**src/rtl/pwm_bpsk_pkg.sv**
```systemverilog
package pwm_bpsk_pkg;

  // Strobes handed from the sequencer to the data path every clock.
  typedef struct packed {
    logic active;    // a transfer is on the line
    logic loadHold;  // capture dataIn into the holding slot
    logic takeHold;  // move the holding slot into the shift register
    logic shiftBit;  // advance to the next bit of the current transfer
    logic posWin;    // current tick lies in the early lobe window
    logic negWin;    // current tick lies in the late lobe window
  } txStrobes_t;

endpackage

```
**src/rtl/pwm_bpsk_ctrl.sv**
```systemverilog
module pwm_bpsk_ctrl
  import pwm_bpsk_pkg::*;
#(
  parameter int CLK_PER_TICK    = 32,
  parameter int TICKS_PER_CYCLE = 12,
  parameter int CYCLES_PER_BIT  = 24,
  parameter int DATA_W          = 8
) (
  input  logic       clk,
  input  logic       rstN,
  input  logic       dataValid,
  input  logic       bitMode,
  output logic       dataReady,
  output logic       busy,
  output logic       bitReq,
  output txStrobes_t strobes
);

  localparam int DIV_W   = (CLK_PER_TICK > 1) ? $clog2(CLK_PER_TICK) : 1;
  localparam int PH_W    = $clog2(TICKS_PER_CYCLE);
  localparam int CY_W    = (CYCLES_PER_BIT > 1) ? $clog2(CYCLES_PER_BIT) : 1;
  localparam int BL_W    = $clog2(DATA_W + 1);
  localparam int PULSE_W = TICKS_PER_CYCLE / 3;
  localparam int POS_LO  = 1;
  localparam int POS_HI  = POS_LO + PULSE_W - 1;
  localparam int NEG_LO  = POS_LO + TICKS_PER_CYCLE / 2;
  localparam int NEG_HI  = NEG_LO + PULSE_W - 1;

  localparam logic [DIV_W-1:0] DIV_LAST = DIV_W'(CLK_PER_TICK - 1);
  localparam logic [PH_W-1:0]  PH_LAST  = PH_W'(TICKS_PER_CYCLE - 1);
  localparam logic [PH_W-1:0]  PH_PRE   = PH_W'(TICKS_PER_CYCLE - 2);
  localparam logic [CY_W-1:0]  CY_LAST  = CY_W'(CYCLES_PER_BIT - 1);
  localparam logic [BL_W-1:0]  BL_ONE   = BL_W'(1);
  localparam logic [BL_W-1:0]  BL_FULL  = BL_W'(DATA_W);

  logic [DIV_W-1:0] divCnt;
  logic [PH_W-1:0]  phase;
  logic [CY_W-1:0]  carrier;
  logic [BL_W-1:0]  bitsLeft;
  logic             active;
  logic             holdFull;
  logic             holdSingle;

  logic tick, lastCarrier, boundary, preBoundary, acceptNow;
  logic startIdle, takeHold, shiftBit, goIdle;

  always_comb begin
    tick        = active && (divCnt == DIV_LAST);
    lastCarrier = (carrier == CY_LAST);
    boundary    = tick && (phase == PH_LAST) && lastCarrier;
    preBoundary = tick && (phase == PH_PRE) && lastCarrier;
    acceptNow   = dataValid && !holdFull;
    startIdle   = !active && holdFull;
    takeHold    = startIdle || (boundary && (bitsLeft == BL_ONE) && holdFull);
    shiftBit    = boundary && (bitsLeft != BL_ONE);
    goIdle      = boundary && (bitsLeft == BL_ONE) && !holdFull;
  end

  // Tick divider: parked at zero while idle so a start is tick-aligned.
  always_ff @(posedge clk or negedge rstN) begin
    if (!rstN)                divCnt <= '0;
    else if (!active || tick) divCnt <= '0;
    else                      divCnt <= divCnt + DIV_W'(1);
  end

  // Position inside the carrier period and inside the bit.
  always_ff @(posedge clk or negedge rstN) begin
    if (!rstN) begin
      phase   <= '0;
      carrier <= '0;
    end else if (!active) begin
      phase   <= '0;
      carrier <= '0;
    end else if (tick) begin
      if (phase == PH_LAST) begin
        phase   <= '0;
        carrier <= lastCarrier ? '0 : carrier + CY_W'(1);
      end else begin
        phase <= phase + PH_W'(1);
      end
    end
  end

  // Transfer sequencing.
  always_ff @(posedge clk or negedge rstN) begin
    if (!rstN) begin
      active   <= 1'b0;
      bitsLeft <= '0;
    end else begin
      if (startIdle)   active <= 1'b1;
      else if (goIdle) active <= 1'b0;

      if (takeHold)      bitsLeft <= holdSingle ? BL_ONE : BL_FULL;
      else if (shiftBit) bitsLeft <= bitsLeft - BL_ONE;
    end
  end

  // Holding-slot occupancy; accept and take can never coincide.
  always_ff @(posedge clk or negedge rstN) begin
    if (!rstN) begin
      holdFull   <= 1'b0;
      holdSingle <= 1'b0;
    end else if (takeHold) begin
      holdFull <= 1'b0;
    end else if (acceptNow) begin
      holdFull   <= 1'b1;
      holdSingle <= bitMode;
    end
  end

  // One-clock warning on entry to the last tick of a bit.
  always_ff @(posedge clk or negedge rstN) begin
    if (!rstN) bitReq <= 1'b0;
    else       bitReq <= preBoundary;
  end

  always_comb begin
    strobes.active   = active;
    strobes.loadHold = acceptNow;
    strobes.takeHold = takeHold;
    strobes.shiftBit = shiftBit;
    strobes.posWin   = (phase >= PH_W'(POS_LO)) && (phase <= PH_W'(POS_HI));
    strobes.negWin   = (phase >= PH_W'(NEG_LO)) && (phase <= PH_W'(NEG_HI));
  end

  assign dataReady = !holdFull;
  assign busy      = active;

endmodule

```
**src/rtl/pwm_bpsk_dp.sv**
```systemverilog
module pwm_bpsk_dp
  import pwm_bpsk_pkg::*;
#(
  parameter int DATA_W = 8
) (
  input  logic              clk,
  input  logic              rstN,
  input  txStrobes_t        strobes,
  input  logic [DATA_W-1:0] dataIn,
  input  logic              bitMode,
  output logic              posOut,
  output logic              negOut
);

  logic [DATA_W-1:0] holdData;
  logic [DATA_W-1:0] shiftReg;
  logic [DATA_W-1:0] slotValue;
  logic              curBit;
  logic              posNext, negNext;

  // A single bit is parked in the top position so it leaves first.
  generate
    if (DATA_W > 1) begin : g_wide
      assign slotValue = bitMode ? {dataIn[0], (DATA_W-1)'(0)} : dataIn;
    end else begin : g_narrow
      assign slotValue = dataIn;
    end
  endgenerate

  always_ff @(posedge clk or negedge rstN) begin
    if (!rstN)                 holdData <= '0;
    else if (strobes.loadHold) holdData <= slotValue;
  end

  always_ff @(posedge clk or negedge rstN) begin
    if (!rstN)                 shiftReg <= '0;
    else if (strobes.takeHold) shiftReg <= holdData;
    else if (strobes.shiftBit) shiftReg <= shiftReg << 1;
  end

  // Phase reversal: a 1 bit swaps which output owns which lobe.
  always_comb begin
    curBit  = shiftReg[DATA_W-1];
    posNext = strobes.active && (curBit ? strobes.negWin : strobes.posWin);
    negNext = strobes.active && (curBit ? strobes.posWin : strobes.negWin);
  end

  // Registered so the analog summer sees clean, glitch-free edges.
  always_ff @(posedge clk or negedge rstN) begin
    if (!rstN) begin
      posOut <= 1'b0;
      negOut <= 1'b0;
    end else begin
      posOut <= posNext;
      negOut <= negNext;
    end
  end

endmodule

```
**src/rtl/pwm_bpsk_tx.sv**
```systemverilog
module pwm_bpsk_tx
  import pwm_bpsk_pkg::*;
#(
  parameter int CLK_PER_TICK    = 32,
  parameter int TICKS_PER_CYCLE = 12,
  parameter int CYCLES_PER_BIT  = 24,
  parameter int DATA_W          = 8
) (
  input  logic              clk,
  input  logic              rstN,
  input  logic              dataValid,
  input  logic [DATA_W-1:0] dataIn,
  input  logic              bitMode,
  output logic              dataReady,
  output logic              busy,
  output logic              bitReq,
  output logic              posOut,
  output logic              negOut
);

  txStrobes_t strobes;

  pwm_bpsk_ctrl #(
    .CLK_PER_TICK   (CLK_PER_TICK),
    .TICKS_PER_CYCLE(TICKS_PER_CYCLE),
    .CYCLES_PER_BIT (CYCLES_PER_BIT),
    .DATA_W         (DATA_W)
  ) u_ctrl (
    .clk      (clk),
    .rstN     (rstN),
    .dataValid(dataValid),
    .bitMode  (bitMode),
    .dataReady(dataReady),
    .busy     (busy),
    .bitReq   (bitReq),
    .strobes  (strobes)
  );

  pwm_bpsk_dp #(
    .DATA_W(DATA_W)
  ) u_dp (
    .clk    (clk),
    .rstN   (rstN),
    .strobes(strobes),
    .dataIn (dataIn),
    .bitMode(bitMode),
    .posOut (posOut),
    .negOut (negOut)
  );

endmodule

```
**config.mk**
```make
export PLATFORM = sky130hd
export DESIGN_NAME = pwm_bpsk_tx
export DESIGN_NICKNAME = d
export VERILOG_FILES = /design/src/rtl/pwm_bpsk_pkg.sv /design/src/rtl/pwm_bpsk_ctrl.sv /design/src/rtl/pwm_bpsk_dp.sv /design/src/rtl/pwm_bpsk_tx.sv
export SDC_FILE = /design/constraint.sdc
export NUM_CORES = 1
export LEC_CHECK = 0
export BUFFER_PORTS_ARGS = -buffer_cell sky130_fd_sc_hd__buf_2
export CORE_ASPECT_RATIO = 1.5
export CORE_MARGIN = 2
export CORE_UTILIZATION = 44
export CTS_BUF_LIST = sky130_fd_sc_hd__clkbuf_4 sky130_fd_sc_hd__clkbuf_8
export CTS_CLUSTER_DIAMETER = 100
export CTS_CLUSTER_SIZE = 10
export DETAILED_ROUTE_END_ITERATION = 8
export GPL_ROUTABILITY_DRIVEN = 0
export HOLD_SLACK_MARGIN = 0.1
export PLACE_DENSITY = 0.58
export SLEW_MARGIN = 20
export SYNTH_ARGS = -nofsm -noshare
export SYNTH_HDL_FRONTEND = slang
export SYNTH_HIERARCHICAL = 1
export SYNTH_SLANG_ARGS = --single-unit
```
**constraint.sdc**
```tcl
create_clock -name clk -period 2.3 [get_ports clk]
set_input_delay 0.46 -clock clk [delete_from_list [all_inputs] [get_ports clk]]
set_output_delay 0.46 -clock clk [all_outputs]
set_load 0.01 [all_outputs]
```
After elaboration in Yosys (flattened, before gate mapping)
Index checks and enable logic that the tools add are counted.

word-level totals
  flip-flop bits (word level) = 40
  input bits = 12
  output and inout bits = 5
  logic and storage cells = 73

operators by class
  add/subtract/negate cells = 4
  $lt $le $gt $ge = 4
  equality and inequality tests = 8
  muxes and demuxes = 20
  bitwise logic cells = 1
  reduce and logical (&&, ||, !) cells = 24

operators with widths
  kind                                                 count
  two-way mux 5 bit                                    5
  two-way mux 4 bit                                    6
  two-way mux 8 bit                                    3
  logical AND 1 bit                                    15
  adder 5 x 1 -> 5 bit, second input constant          2
  == test 5 bit, second input constant                 2
  == test 4 bit, second input constant                 2
  two-way mux 1 bit                                    6
  nonzero test 2 bit                                   3
  adder 4 x 1 -> 4 bit, second input constant          1
  == test 4 x 1 -> 1 bit, second input constant        1
  >= comparator 4 x 1 -> 1 bit, second input constant  1
  >= comparator 4 x 3 -> 1 bit, second input constant  1
  <= comparator 4 x 3 -> 1 bit, second input constant  1
  <= comparator 4 bit, second input constant           1
  != test 2 bit, second input constant                 2
  != test 4 x 1 -> 1 bit, second input constant        1
  AND reduction 2 bit                                  2
  subtractor 4 x 1 -> 4 bit, second input constant     1
  zero test 1 bit                                      2
  logical OR 1 bit                                     2
  NOT 1 bit                                            1

Depth between registers and ports, before layout
  word-level depth = 9
  depth in mapped cells = 11
  mapped depth without buffers = 8

Modules after synthesis
Netlist, hierarchy kept.

by module, submodules not included
  module         instances  cells an instance  area an instance (µm²)  sequential area each (µm²)
  pwm_bpsk_ctrl  1          130                1322.5                  550.5
  pwm_bpsk_dp    1          73                 809.5                   450.4

Worst setup path before layout
No wires, ideal clock.

  path type = flip-flop to flip-flop
  from = register u_ctrl.divCnt[0]
  to = register u_dp.shiftReg[1]
  library setup time = 121 ps
  arrival = 1914 ps
  path slack = 266 ps
  cell stages (with the launch flop) = 11
  buffers on the path = 3
  clock period less this slack = 2034 ps
  cell sequence = dfrtp_1 ha_1 and3_1 ha_1 buf_6 nand3_4 nor4b_4 buf_4 buf_6 mux2i_1 o21ai_1

between the ends
  elaborated cells on any way between the ends = 10

RTL lines
  item                            line                 RTL
  start: declaration              pwm_bpsk_ctrl.sv:36  logic [DIV_W-1:0] divCnt;
  start signal: assignment        pwm_bpsk_ctrl.sv:63  else divCnt <= divCnt + DIV_W'(1);
  == test 5 bit                   pwm_bpsk_ctrl.sv:48  tick = active && (divCnt == DIV_LAST);
  logical AND 1 bit               pwm_bpsk_ctrl.sv:48
  logical AND 1 bit (2 in a row)  pwm_bpsk_ctrl.sv:50  boundary = tick && (phase == PH_LAST) && lastCarrier;
  logical AND 1 bit               pwm_bpsk_ctrl.sv:55  shiftBit = boundary && (bitsLeft != BL_ONE);
  via u_ctrl.shiftBit             pwm_bpsk_ctrl.sv:45  logic startIdle, takeHold, shiftBit, goIdle;
  nonzero test 2 bit (no line)    -
  end signal: assignment          pwm_bpsk_dp.sv:37    else if (strobes.takeHold) shiftReg <= holdData;
  end signal: assignment          pwm_bpsk_dp.sv:38    else if (strobes.shiftBit) shiftReg <= shiftReg << 1;
  end: declaration                pwm_bpsk_dp.sv:16    logic [DATA_W-1:0] shiftReg;

The timed path passes the listed nets, and every way through them passes these cells.
A chain may end at the register's enable or synchronous reset.

==> impl_metrics.toml <==
[yosys]
ys_seq_elements = 40
synthMuxAreaShare = 0.0616
ys_warn_count = 6
synth_xor_area_frac = 0.0123
synth_area_um2 = 2130
synth_cell_type_count = 49
synthFlopType = "dfrtp_1"
synth_fp_nets = 224
synth-edff-count = 0
seq_area_frac_synth = 0.469
synthAdderAreaFrac = 0.0528
synthArstFlopShare = 1.00
synth_top_family_by_area = "simple AND/OR/NAND/NOR gates"
synth_area_per_cell_um2 = 10.5
yosys.area_share.simple = 0.201
synth_cells = 203
synth_compound_area_frac = 0.131

[power]
p_int_uw = 1140
power_frac_seq = 0.540
switching_share = 0.231
peakVddDrop_uv = 352
p_leak_uw = 0.00115
switchingPower_uw = 341
clock_power_share = 0.383
power.total_uw = 1480
p_per_area_nw_per_um2 = 620
combPwrFrac = 0.077

[setup_path]
crit_required_ns = 2.48
endpoint_kind = "flip-flop"
path_delay_family = "simple AND/OR/NAND/NOR gates"
critPathLaunchType = "flip-flop"
path_cells = "inv_1 > ha_1 > or3b_4 > o41ai_4 > and2_4 > nand2b_1 > o21ai_0"
slowest_stage = "o41ai_4"
slowest_delay_ns = 0.43
worstPathMaxFanout = 19
cp.arrival_ns = 2.33
criticalPathCategory = "flip-flop to flip-flop"
cp_num_buf_inv = 1

[place]
dp.cells = 282
hpwlAfterDp_um = 2920
port_buffers = 16
dp_slack_ns = 0.161

[clock_network]
cts_root_buf = "clkbuf_8"
clk_pin_slew_worst_paths_ns = 0.08
h-tree-depth = 2
cts_buffers = 5
cts_tree = "yes"
cts_num_sinks = 40
post-cts-setup-buffers = 0
clock_latency_ns = 0.29
clockBufferDepth = 2

[sta]
finalMaxSlewViolations = 0
worst_pin_slew_ns = 0.383
fmax_mhz = 464
finClkSkew_ns = 0.00558
hold_violations = 0
timing.final.ws_setup_ns = 0.145
rsz0062_at_grt = "no"
fin_crit_ns = 2.15
slew-limit-headroom = 0.744
setup_violations = 0
finalSetupTns_ns = 0
min_period_over_period = 0.937

[floorplanning]
floorplan.initialDensity = 0.451
coreArea_um2 = 4730
io_pins = 17
fp.dieArea_um2 = 5430
die_w_um = 60.8
rows = 31
die_height_um = 89.3

[routing]
antenna_left = 0
drt-initial-drc-count = 26
wl_per_cell_um = 13.3
drc = 0
routed_wl_um = 3870
vias = 1482
routed_via_density = 5.09
drt_first_pass_iters = 4

[finish]
drive_gt1_frac = 0.200
fin_nets = 245
finalNonFillerCells = 291
area_delta_synth_final_pct = 11.7
diodes = 0
most-common-layout-cells = "dfrtp_1 (40), inv_1 (20), nand2_1 (19)"
final_common_cell = "dfrtp_1"

[flow_run]
cap_violations = 0

[grt]
grt-ovfl-total = 0
grt_pass1_vias = 1575
antenna_found_initial = 0
grt.total_usage = 0.169
grt_pass1_wl_um = 6890
grt_max_degree = 20

[hold_path]
min_path_type = "input port to flip-flop"

[run_status]
status = "completed"
## per-stage QoR
stage | util | instance area, µm² | hold slack [ns]
CTS | 0.503 | 2380 | 0.399
detailed placement | 0.478 | 2260 | 0.408
global placement | 0.478 | 2260 | 0.401
floorplan | - | 2130 | 0.164
global route | 0.503 | 2380 | 0.408
finish | 0.503 | 2380 | 0.402
## logic make-up (layout without fill, tap and decap cells)
group           after synthesis  after routing
simple gates                 67             67
compound gates               42             42
flops                        40             40
fa+ha+maj                     9              9
buf+inv                      29             51
xor+xnor                      3              3
mux                          13             13
## path summary, 6_finish.rpt
| check | end | slack [ns] | depth (start not counted) | startpoint |
|---|---|---|---|---|
| setup / recovery | u_dp/shiftReg[0] | 0.15 | 7 | u_ctrl/bitsLeft[1] |
| hold / removal | u_dp/holdData[1] | 0.40 | 3 | dataIn[1] |
| setup reg to reg | u_dp/shiftReg[0] | 0.15 | 7 | u_ctrl/bitsLeft[1] |
| hold reg to reg | u_ctrl/divCnt[0] | 0.47 | 1 | u_ctrl/divCnt[0] |
| max in group asynchronous | u_ctrl/carrier[2] | 1.17 | 3 | rstN |
| min in group asynchronous | u_dp/shiftReg[2] | 0.63 | 2 | rstN |
## cell type report
class / count / area, µm²
flip-flops and latches: 40 / 1000
fillers: 468 / 2350
well taps: 66 / 82.6
repair buffers: 23 / 135
clock buffers: 5 / 68.8
clock inverters: 3 / 42.5
inverters: 20 / 75.1
multi-input cells: 134 / 977
## power groups by stage
| stage | clock network [µW] | logic (µW) | registers [µW] |
|---|---|---|---|
| after floorplan | 0 | 73.2 | 802 |
| after global placement | 0 | 113 | 811 |
| after detailed placement | 0 | 116 | 811 |
| after CTS | 584 | 118 | 798 |
| after global routing | 611 | 136 | 806 |
| final | 566 | 114 | 797 |
## worst reg2reg max path: stages (launching register included)
cell,delay (ns)
dfrtp_1,0.39
inv_1,0.11
ha_1,0.18
or3b_4,0.42
o41ai_4,0.43
and2_4,0.31
nand2b_1,0.14
o21ai_0,0.07
## layer usage
metal  wire length (µm)  GRT usage
met4                 56     0.0731
met2               2080      0.292
met1               1640      0.198
met3                 98     0.0347
met5                  0          0
## cells in the mapped netlist (2+ instances only)
| cell | instances | area, µm² |
|---|---|---|
| a211o_1 | 2 | 17.5 |
| a211oi_1 | 2 | 15.0 |
| a21oi_1 | 7 | 35.0 |
| a31o_2 | 2 | 17.5 |
| and4_1 | 2 | 17.5 |
| and4b_1 | 2 | 20.0 |
| buf_4 | 4 | 30.0 |
| buf_6 | 4 | 45.0 |
| dfrtp_1 | 40 | 1000 |
| ha_1 | 9 | 113 |
| inv_1 | 20 | 75.1 |
| mux2i_1 | 12 | 120 |
| nand2_1 | 19 | 71.3 |
| nand2b_1 | 3 | 18.8 |
| nand3_1 | 2 | 10.0 |
| nand3b_1 | 6 | 45.0 |
| nor2_1 | 12 | 45.0 |
| nor2b_1 | 3 | 18.8 |
| nor3_1 | 3 | 15.0 |
| o21ai_0 | 13 | 65.1 |
| o21ai_1 | 7 | 35.0 |
| xor2_1 | 2 | 17.5 |
## timing repair
item | CTS | global route
resized for setup | 0 | 0
endpoints found under the hold margin | 16 | 0
hold buffers | 1 | 0
## flip-flops by register name, summed over array words and instances (netlist names)
name / cells
u_ctrl/bitReq: 1
u_ctrl/bitsLeft: 4
u_ctrl/busy: 1
u_ctrl/carrier: 5
u_ctrl/divCnt: 5
u_ctrl/holdFull: 1
u_ctrl/holdSingle: 1
u_ctrl/phase: 4
u_dp/holdData: 8
u_dp/negOut: 1
u_dp/posOut: 1
u_dp/shiftReg: 8
Note: power is estimated with default switching activity, not from simulation.
